--- src/rtl/cdma_pkg.sv ---
package cdma_pkg;
  typedef enum logic [2:0] {
    ST_IDLE,
    ST_FETCH,
    ST_LINK,
    ST_READ,
    ST_WRITE
  } cdma_st_e;

  localparam int DESC_WORDS = 5;
  localparam int MOD_W      = 6;
  localparam int LAST_BIT   = 31;

  localparam logic [2:0] W_LINK = 3'd0;
  localparam logic [2:0] W_SRC  = 3'd1;
  localparam logic [2:0] W_DST  = 3'd2;
  localparam logic [2:0] W_LEN  = 3'd3;
  localparam logic [2:0] W_CTL  = 3'd4;

  localparam logic [1:0] SEL_HEAD = 2'd0;
  localparam logic [1:0] SEL_CTRL = 2'd1;
  localparam logic [1:0] SEL_FAIL = 2'd2;
endpackage

--- src/rtl/cdma_regs.sv ---
module cdma_regs
  import cdma_pkg::*;
#(
  parameter int ADDR_W = 32
) (
  input  logic              clk,
  input  logic              rst_n,
  input  logic              reg_wr,
  input  logic [1:0]        reg_sel,
  input  logic [31:0]       reg_wdata,
  output logic [31:0]       reg_rdata,
  input  logic              busy,
  input  logic              done_set,
  input  logic              err_set,
  input  logic [ADDR_W-1:0] err_desc,
  output logic [ADDR_W-1:0] head,
  output logic              go,
  output logic              abort,
  output logic              irq
);
  logic [ADDR_W-1:0] head_q, fail_q;
  logic              done_q, err_q, irq_q;
  logic              head_en, ctrl_wr;

  always_comb begin
    head_en = reg_wr && (reg_sel == SEL_HEAD);
    ctrl_wr = reg_wr && (reg_sel == SEL_CTRL);
    go      = ctrl_wr && reg_wdata[0] && !busy;
    abort   = ctrl_wr && reg_wdata[1] && busy;
  end

  always_ff @(posedge clk or negedge rst_n) begin
    if (!rst_n) begin
      head_q <= '0;
      fail_q <= '0;
      done_q <= 1'b0;
      err_q  <= 1'b0;
      irq_q  <= 1'b0;
    end else begin
      irq_q <= done_set || err_set;
      if (head_en) head_q <= reg_wdata[ADDR_W-1:0];
      if (err_set) fail_q <= err_desc;
      if (go)            done_q <= 1'b0;
      else if (done_set) done_q <= 1'b1;
      if (go)            err_q <= 1'b0;
      else if (err_set)  err_q <= 1'b1;
    end
  end

  always_comb begin
    case (reg_sel)
      SEL_HEAD: reg_rdata = 32'(head_q);
      SEL_CTRL: reg_rdata = {29'b0, err_q, done_q, busy};
      SEL_FAIL: reg_rdata = 32'(fail_q);
      default:  reg_rdata = '0;
    endcase
  end

  assign head = head_q;
  assign irq  = irq_q;
endmodule

--- src/rtl/cdma_engine.sv ---
module cdma_engine
  import cdma_pkg::*;
#(
  parameter int ADDR_W = 32,
  parameter int DATA_W = 32
) (
  input  logic              clk,
  input  logic              rst_n,
  input  logic              go,
  input  logic              abort,
  input  logic [ADDR_W-1:0] head,
  output logic              busy,
  output logic              done_set,
  output logic              err_set,
  output logic [ADDR_W-1:0] err_desc,
  output logic              mem_req,
  output logic              mem_we,
  output logic [ADDR_W-1:0] mem_addr,
  output logic [DATA_W-1:0] mem_wdata,
  input  logic              mem_ack,
  input  logic [DATA_W-1:0] mem_rdata,
  output logic              src_req,
  output logic [ADDR_W-1:0] src_addr,
  output logic [MOD_W-1:0]  src_mod,
  input  logic              src_ack,
  input  logic              src_err,
  input  logic [DATA_W-1:0] src_rdata
);
  localparam int STEP = DATA_W / 8;

  cdma_st_e          st_q, st_nx;
  logic [2:0]        idx_q;
  logic [ADDR_W-1:0] cur_q, lnk_q, sa_q, da_q;
  logic [DATA_W-1:0] len_q, buf_q;
  logic [MOD_W-1:0]  mod_q;
  logic              last_q, abt_q, abt_now, fetch_end, blk_end;

  always_comb begin
    abt_now   = abt_q || abort;
    fetch_end = (idx_q == 3'(DESC_WORDS - 1));
    blk_end   = (len_q <= DATA_W'(STEP));
    st_nx     = st_q;
    case (st_q)
      ST_IDLE:  if (go) st_nx = ST_FETCH;
      ST_FETCH: if (mem_ack && fetch_end)
                  st_nx = abt_now ? ST_IDLE : ((len_q == '0) ? ST_LINK : ST_READ);
      ST_LINK:  st_nx = (last_q || abt_now) ? ST_IDLE : ST_FETCH;
      ST_READ:  if (src_err) st_nx = ST_IDLE;
                else if (src_ack) st_nx = ST_WRITE;
      ST_WRITE: if (mem_ack)
                  st_nx = abt_now ? ST_IDLE : (blk_end ? ST_LINK : ST_READ);
      default:  st_nx = ST_IDLE;
    endcase
  end

  always_ff @(posedge clk or negedge rst_n) begin
    if (!rst_n) st_q <= ST_IDLE;
    else        st_q <= st_nx;
  end

  always_ff @(posedge clk or negedge rst_n) begin
    if (!rst_n) begin
      idx_q  <= '0;
      cur_q  <= '0;
      lnk_q  <= '0;
      sa_q   <= '0;
      da_q   <= '0;
      len_q  <= '0;
      buf_q  <= '0;
      mod_q  <= '0;
      last_q <= 1'b0;
      abt_q  <= 1'b0;
    end else begin
      abt_q <= (st_q == ST_IDLE) ? 1'b0 : abt_now;
      if (st_q == ST_IDLE && go) begin
        cur_q <= head;
        idx_q <= '0;
      end
      if (st_q == ST_FETCH && mem_ack) begin
        idx_q <= idx_q + 3'd1;
        case (idx_q)
          W_LINK:  lnk_q <= mem_rdata[ADDR_W-1:0];
          W_SRC:   sa_q  <= mem_rdata[ADDR_W-1:0];
          W_DST:   da_q  <= mem_rdata[ADDR_W-1:0];
          W_LEN:   len_q <= mem_rdata;
          W_CTL: begin
            mod_q  <= mem_rdata[MOD_W-1:0];
            last_q <= mem_rdata[LAST_BIT];
          end
          default: ;
        endcase
      end
      if (st_q == ST_LINK && !last_q) begin
        cur_q <= lnk_q;
        idx_q <= '0;
      end
      if (st_q == ST_READ && src_ack) buf_q <= src_rdata;
      if (st_q == ST_WRITE && mem_ack) begin
        sa_q  <= sa_q + ADDR_W'(STEP);
        da_q  <= da_q + ADDR_W'(STEP);
        len_q <= len_q - DATA_W'(STEP);
      end
    end
  end

  always_comb begin
    busy      = (st_q != ST_IDLE);
    done_set  = (st_q == ST_LINK) && last_q && !abt_now;
    err_set   = (st_q == ST_READ) && src_err;
    err_desc  = cur_q;
    mem_req   = (st_q == ST_FETCH) || (st_q == ST_WRITE);
    mem_we    = (st_q == ST_WRITE);
    mem_addr  = (st_q == ST_WRITE) ? da_q : (cur_q + ADDR_W'({idx_q, 2'b00}));
    mem_wdata = buf_q;
    src_req   = (st_q == ST_READ);
    src_addr  = sa_q;
    src_mod   = mod_q;
  end
endmodule

--- src/rtl/cdma_top.sv ---
module cdma_top
  import cdma_pkg::*;
#(
  parameter int ADDR_W = 32,
  parameter int DATA_W = 32
) (
  input  logic              clk,
  input  logic              rst_n,
  input  logic              reg_wr,
  input  logic [1:0]        reg_sel,
  input  logic [31:0]       reg_wdata,
  output logic [31:0]       reg_rdata,
  output logic              irq,
  output logic              mem_req,
  output logic              mem_we,
  output logic [ADDR_W-1:0] mem_addr,
  output logic [DATA_W-1:0] mem_wdata,
  input  logic              mem_ack,
  input  logic [DATA_W-1:0] mem_rdata,
  output logic              src_req,
  output logic [ADDR_W-1:0] src_addr,
  output logic [MOD_W-1:0]  src_mod,
  input  logic              src_ack,
  input  logic              src_err,
  input  logic [DATA_W-1:0] src_rdata
);
  logic              busy, go, abort, done_set, err_set;
  logic [ADDR_W-1:0] head, err_desc;

  cdma_regs #(.ADDR_W(ADDR_W)) u_regs (
    .clk(clk), .rst_n(rst_n), .reg_wr(reg_wr), .reg_sel(reg_sel),
    .reg_wdata(reg_wdata), .reg_rdata(reg_rdata), .busy(busy),
    .done_set(done_set), .err_set(err_set), .err_desc(err_desc),
    .head(head), .go(go), .abort(abort), .irq(irq)
  );

  cdma_engine #(.ADDR_W(ADDR_W), .DATA_W(DATA_W)) u_eng (
    .clk(clk), .rst_n(rst_n), .go(go), .abort(abort), .head(head),
    .busy(busy), .done_set(done_set), .err_set(err_set), .err_desc(err_desc),
    .mem_req(mem_req), .mem_we(mem_we), .mem_addr(mem_addr),
    .mem_wdata(mem_wdata), .mem_ack(mem_ack), .mem_rdata(mem_rdata),
    .src_req(src_req), .src_addr(src_addr), .src_mod(src_mod),
    .src_ack(src_ack), .src_err(src_err), .src_rdata(src_rdata)
  );
endmodule

--- config.mk ---
export PLATFORM = sky130hd
export DESIGN_NAME = cdma_top
export DESIGN_NICKNAME = d
export VERILOG_FILES = /design/src/rtl/cdma_pkg.sv /design/src/rtl/cdma_regs.sv /design/src/rtl/cdma_engine.sv /design/src/rtl/cdma_top.sv
export SDC_FILE = /design/constraint.sdc
export NUM_CORES = 1
export LEC_CHECK = 0
export BUFFER_PORTS_ARGS = -buffer_cell sky130_fd_sc_hd__buf_4
export CORE_ASPECT_RATIO = 1.1
export CORE_MARGIN = 10
export CORE_UTILIZATION = 55
export DETAILED_ROUTE_END_ITERATION = 7
export GPL_ROUTABILITY_DRIVEN = 1
export MAX_ROUTING_LAYER = met4
export PLACE_DENSITY = 0.79
export RECOVER_POWER = 100
export SYNTH_ARGS = -nofsm -noshare
export SYNTH_HDL_FRONTEND = slang
export SYNTH_SLANG_ARGS = --single-unit
--- constraint.sdc ---
create_clock -name clk -period 5.2 [get_ports clk]
set_input_delay 0.26 -clock clk [delete_from_list [all_inputs] [get_ports clk]]
set_output_delay 0.26 -clock clk [all_outputs]
set_load 0.02 [all_outputs]
==> flow_summary.toml <==
[cts]
worstSkewPairLatency_ns = 0.56
max-clock-path-buffers = 3
postCtsSetupBuffers = 0
cts_made_buffers = 30
cts_tree = "done"
cts_root_buf = "clkbuf_16"
clk_pin_slew_ns = 0.06
htree_levels = 1
cts_sinks = 273

[die]
pin_count = 242
num_rows = 61
die_y_um = 187
die_area_mm2 = 0.0322
coreArea_mm2 = 0.0252
fp.dieW_um = 172
initial_core_util_pct = 55.5

[outcome]
violations = "capacitance limit, slew limit"
status = "finished, violations left"

[detailed_routing]
drtIter0Drc = 1054
drtAntennaViolNets = 0
vias = 12200
drt-wirelength-per-cell_um = 20.6
via_per_inst = 6.03
dr.pass1.iters = 6
drc = 0
routed_wl_um = 41600

[global_routing]
grt_pass1_vias = 12200
grt_max_degree = 121
track_usage_pct = 25.8
overflow = 0
antenna_found_initial = 1
grt_pass1_wl_um = 66200

[sta]
fin_crit_ns = 3.68
max-slew-margin-rel_pct = -105
worst_slew_pin_slew_ns = 3.07
hold_viol_final = 0
rsz0062_at_grt = "no"
report.final.slew_viol_count = 289
finalWorstSetupSlack_ns = 1.52
finalSetupViolCount = 0
fmax_mhz = 271
finalSetupTns_ns = 0
period_share_pct = 70.9
fin_skew_ns = 0.0113

[synthesis]
syn_area_mm2 = 0.0140
synth-seq-cells = 273
yosysTopAreaCell = "dfrtp_1"
synth_ff_type = "dfrtp_1"
netlist.area_leader.share_pct = 48.9
ys_seq_area_share_pct = 48.9
yosysWarnings = 0
synth_edf_count = 0
async_flop_share_pct = 100
synth_nets = 1495
yosys-top-cells-area = "dfrtp_1, mux2_2, mux2i_1"
ys_types = 71
syn-mean-instance-area_um2 = 10.1
synthesis.instances = 1378

[critical_path]
crit_fanout = 10
startpoint_type = "flip-flop"
crit_type = "flip-flop to primary output"
end_kind = "primary output"
cp.arrival_ns = 3.42
required_ns = 4.94

[placement]
port_buffers = 241
pre_cts_ws_ns = 2.04
dp_cells = 1864
dpl.hpwl_um = 28300
globalplace.congestion = 0.942
placed_cell_area_mm2 = 0.0160

[power]
ir_drop_mv = 0.258
power.density_mw_per_mm2 = 562
p_leak_nw = 7.25

[cells_and_area]
layout.cells.non_filler = 2014
area_delta_synth_final_pct = 24.3
fin_nets = 1792
drive_gt1_share_pct = 18.0
final.fill_count = 1999
final_util_pct = 69.0
finalInstanceArea_mm2 = 0.0174

[job]
drv_cap = 6

[hold_path]
worstHoldPathType = "input port to flip-flop"
## timing repair
item / in CTS / in global routing
gates resized for setup: 0 / 0
setup endpoints to repair: 0 / 0
hold endpoints to repair: 230 / 0
hold buffers: 93 / 0
## cell usage in the layout, fill, tap and decap left out, types with 7 or more instances in the layout
cell type	instances
o21ai_0	93
a311oi_1	13
nor3_1	43
nor2_1	107
dlygate4sd3_1	93
clkbuf_16	30
mux2i_1	67
buf_4	110
xor2_1	11
nand4_1	20
o31ai_1	7
and4_1	13
o22ai_1	9
nor4_1	27
clkbuf_1	151
mux2_2	130
nand3_1	48
clkbuf_8	9
dfrtp_1	273
ha_1	12
nand2_1	165
xnor2_1	26
and3_1	19
o211ai_1	11
a21oi_1	34
a211oi_1	24
inv_1	29
## metal layers
layer,vias up,wire length [um],share of wire [%],track usage (%)
li1,5598,-,-,-
met1,5989,17100,41,33.4
met2,485,20300,49,41.1
met3,79,3110,7.5,3.72
met4,0,1130,2.7,7.73
met5,-,0,0,-
## worst max-delay path, stage by stage, from the launching register on
cell,delay (ns)
dfrtp_1,0.42
ha_1,0.20
inv_1,0.06
fa_1,0.41
nor2b_1,0.25
o2111ai_1,0.16
clkbuf_1,0.32
nor3b_1,0.33
xnor2_1,0.12
o21ai_0,0.32
clkbuf_1,0.28
## cell families after synthesis
logic type      share of synthesized area, %
xor+xnor                                2.32
simple gates                            17.0
mux                                     15.7
buf+inv                                 3.18
compound gates                          11.6
flops                                   48.9
fa+ha+maj                               1.29
## cells in the mapped netlist (3+ instances only)
| cell type | number |
|---|---|
| and2_1 | 4 |
| nor4_1 | 27 |
| a211oi_1 | 24 |
| ha_1 | 12 |
| nand2_1 | 165 |
| nor2b_1 | 6 |
| o21ai_0 | 93 |
| clkbuf_1 | 48 |
| o21a_1 | 3 |
| nor3_1 | 44 |
| a21o_1 | 3 |
| dfrtp_1 | 273 |
| nand4_1 | 20 |
| nor3b_1 | 6 |
| xnor2_1 | 26 |
| a22oi_1 | 4 |
| a221o_1 | 5 |
| a32oi_1 | 3 |
| a31oi_1 | 5 |
| inv_1 | 29 |
| buf_1 | 20 |
| a211o_1 | 4 |
| or4_1 | 3 |
| o311ai_0 | 6 |
| buf_2 | 16 |
| nand3_1 | 48 |
| o221a_2 | 3 |
| nand2b_1 | 5 |
| o22ai_1 | 9 |
| and4_1 | 13 |
| o211ai_1 | 11 |
| a311oi_1 | 13 |
| nor2_1 | 107 |
| or3_1 | 5 |
| mux2_2 | 136 |
| a21oi_1 | 34 |
| and3_1 | 19 |
| o32ai_1 | 4 |
| mux2i_1 | 67 |
| o31ai_1 | 7 |
| xor2_1 | 11 |
## where the power goes
group          total (W)  internal (W)  switching, W
Clock            0.00215       0.00129      0.000864
Combinational    0.00360       0.00146       0.00214
Sequential       0.00402       0.00306      0.000956
Total            0.00977       0.00581       0.00396
## flip-flops by register name (all words and copies together), names as in the netlist, 3 cells and up
name / flops
u_eng.da_q: 32
u_eng.err_desc: 32
u_eng.len_q: 32
u_eng.lnk_q: 32
u_eng.mem_wdata: 32
u_eng.src_addr: 32
u_regs.fail_q: 32
u_regs.head: 32
u_eng.src_mod: 6
u_eng.idx_q: 3
u_eng.st_q: 3
## area by class of cell
type                            count  area [um^2]  share of cell area, %
Inverter                           29          109                  0.626
Sequential cell                   273         6830                   39.3
Multi-Input combinational cell    992         6710                   38.6
Clock inverter                      8          104                  0.597
Tap cell                          315          394                   2.27
Antenna cell                        1         2.50                 0.0144
Timing Repair Buffer              349         2320                   13.4
Clock buffer                       47          905                   5.20
## per-stage QoR
step | power [W] | hold slack (ns)
floorplan | 0.00631 | -0.0356
global placement | 0.00776 | 0.410
detailed placement | 0.00791 | 0.408
CTS | 0.0101 | 0.00773
global route | 0.0104 | 0.0254
finish | 0.00977 | 0.0279
## final timing paths
path | cells past startpoint | slack [ns] | startpoint | endpoint
min in group asynchronous | 2 | 1.18 | rst_n | u_eng.src_mod[5]
worst min register to register | 2 | 0.48 | u_eng.len_q[1] | u_eng.len_q[1]
max in group asynchronous | 3 | 1.73 | rst_n | u_regs.fail_q[7]
worst max-delay path | 10 | 1.52 | u_eng.idx_q[0] | mem_addr[24]
worst min-delay path | 3 | 0.03 | mem_rdata[7] | u_eng.len_q[7]
worst max register to register | 6 | 1.75 | u_eng.st_q[0] | u_eng.da_q[2]
(Power assumes the default switching activity.)
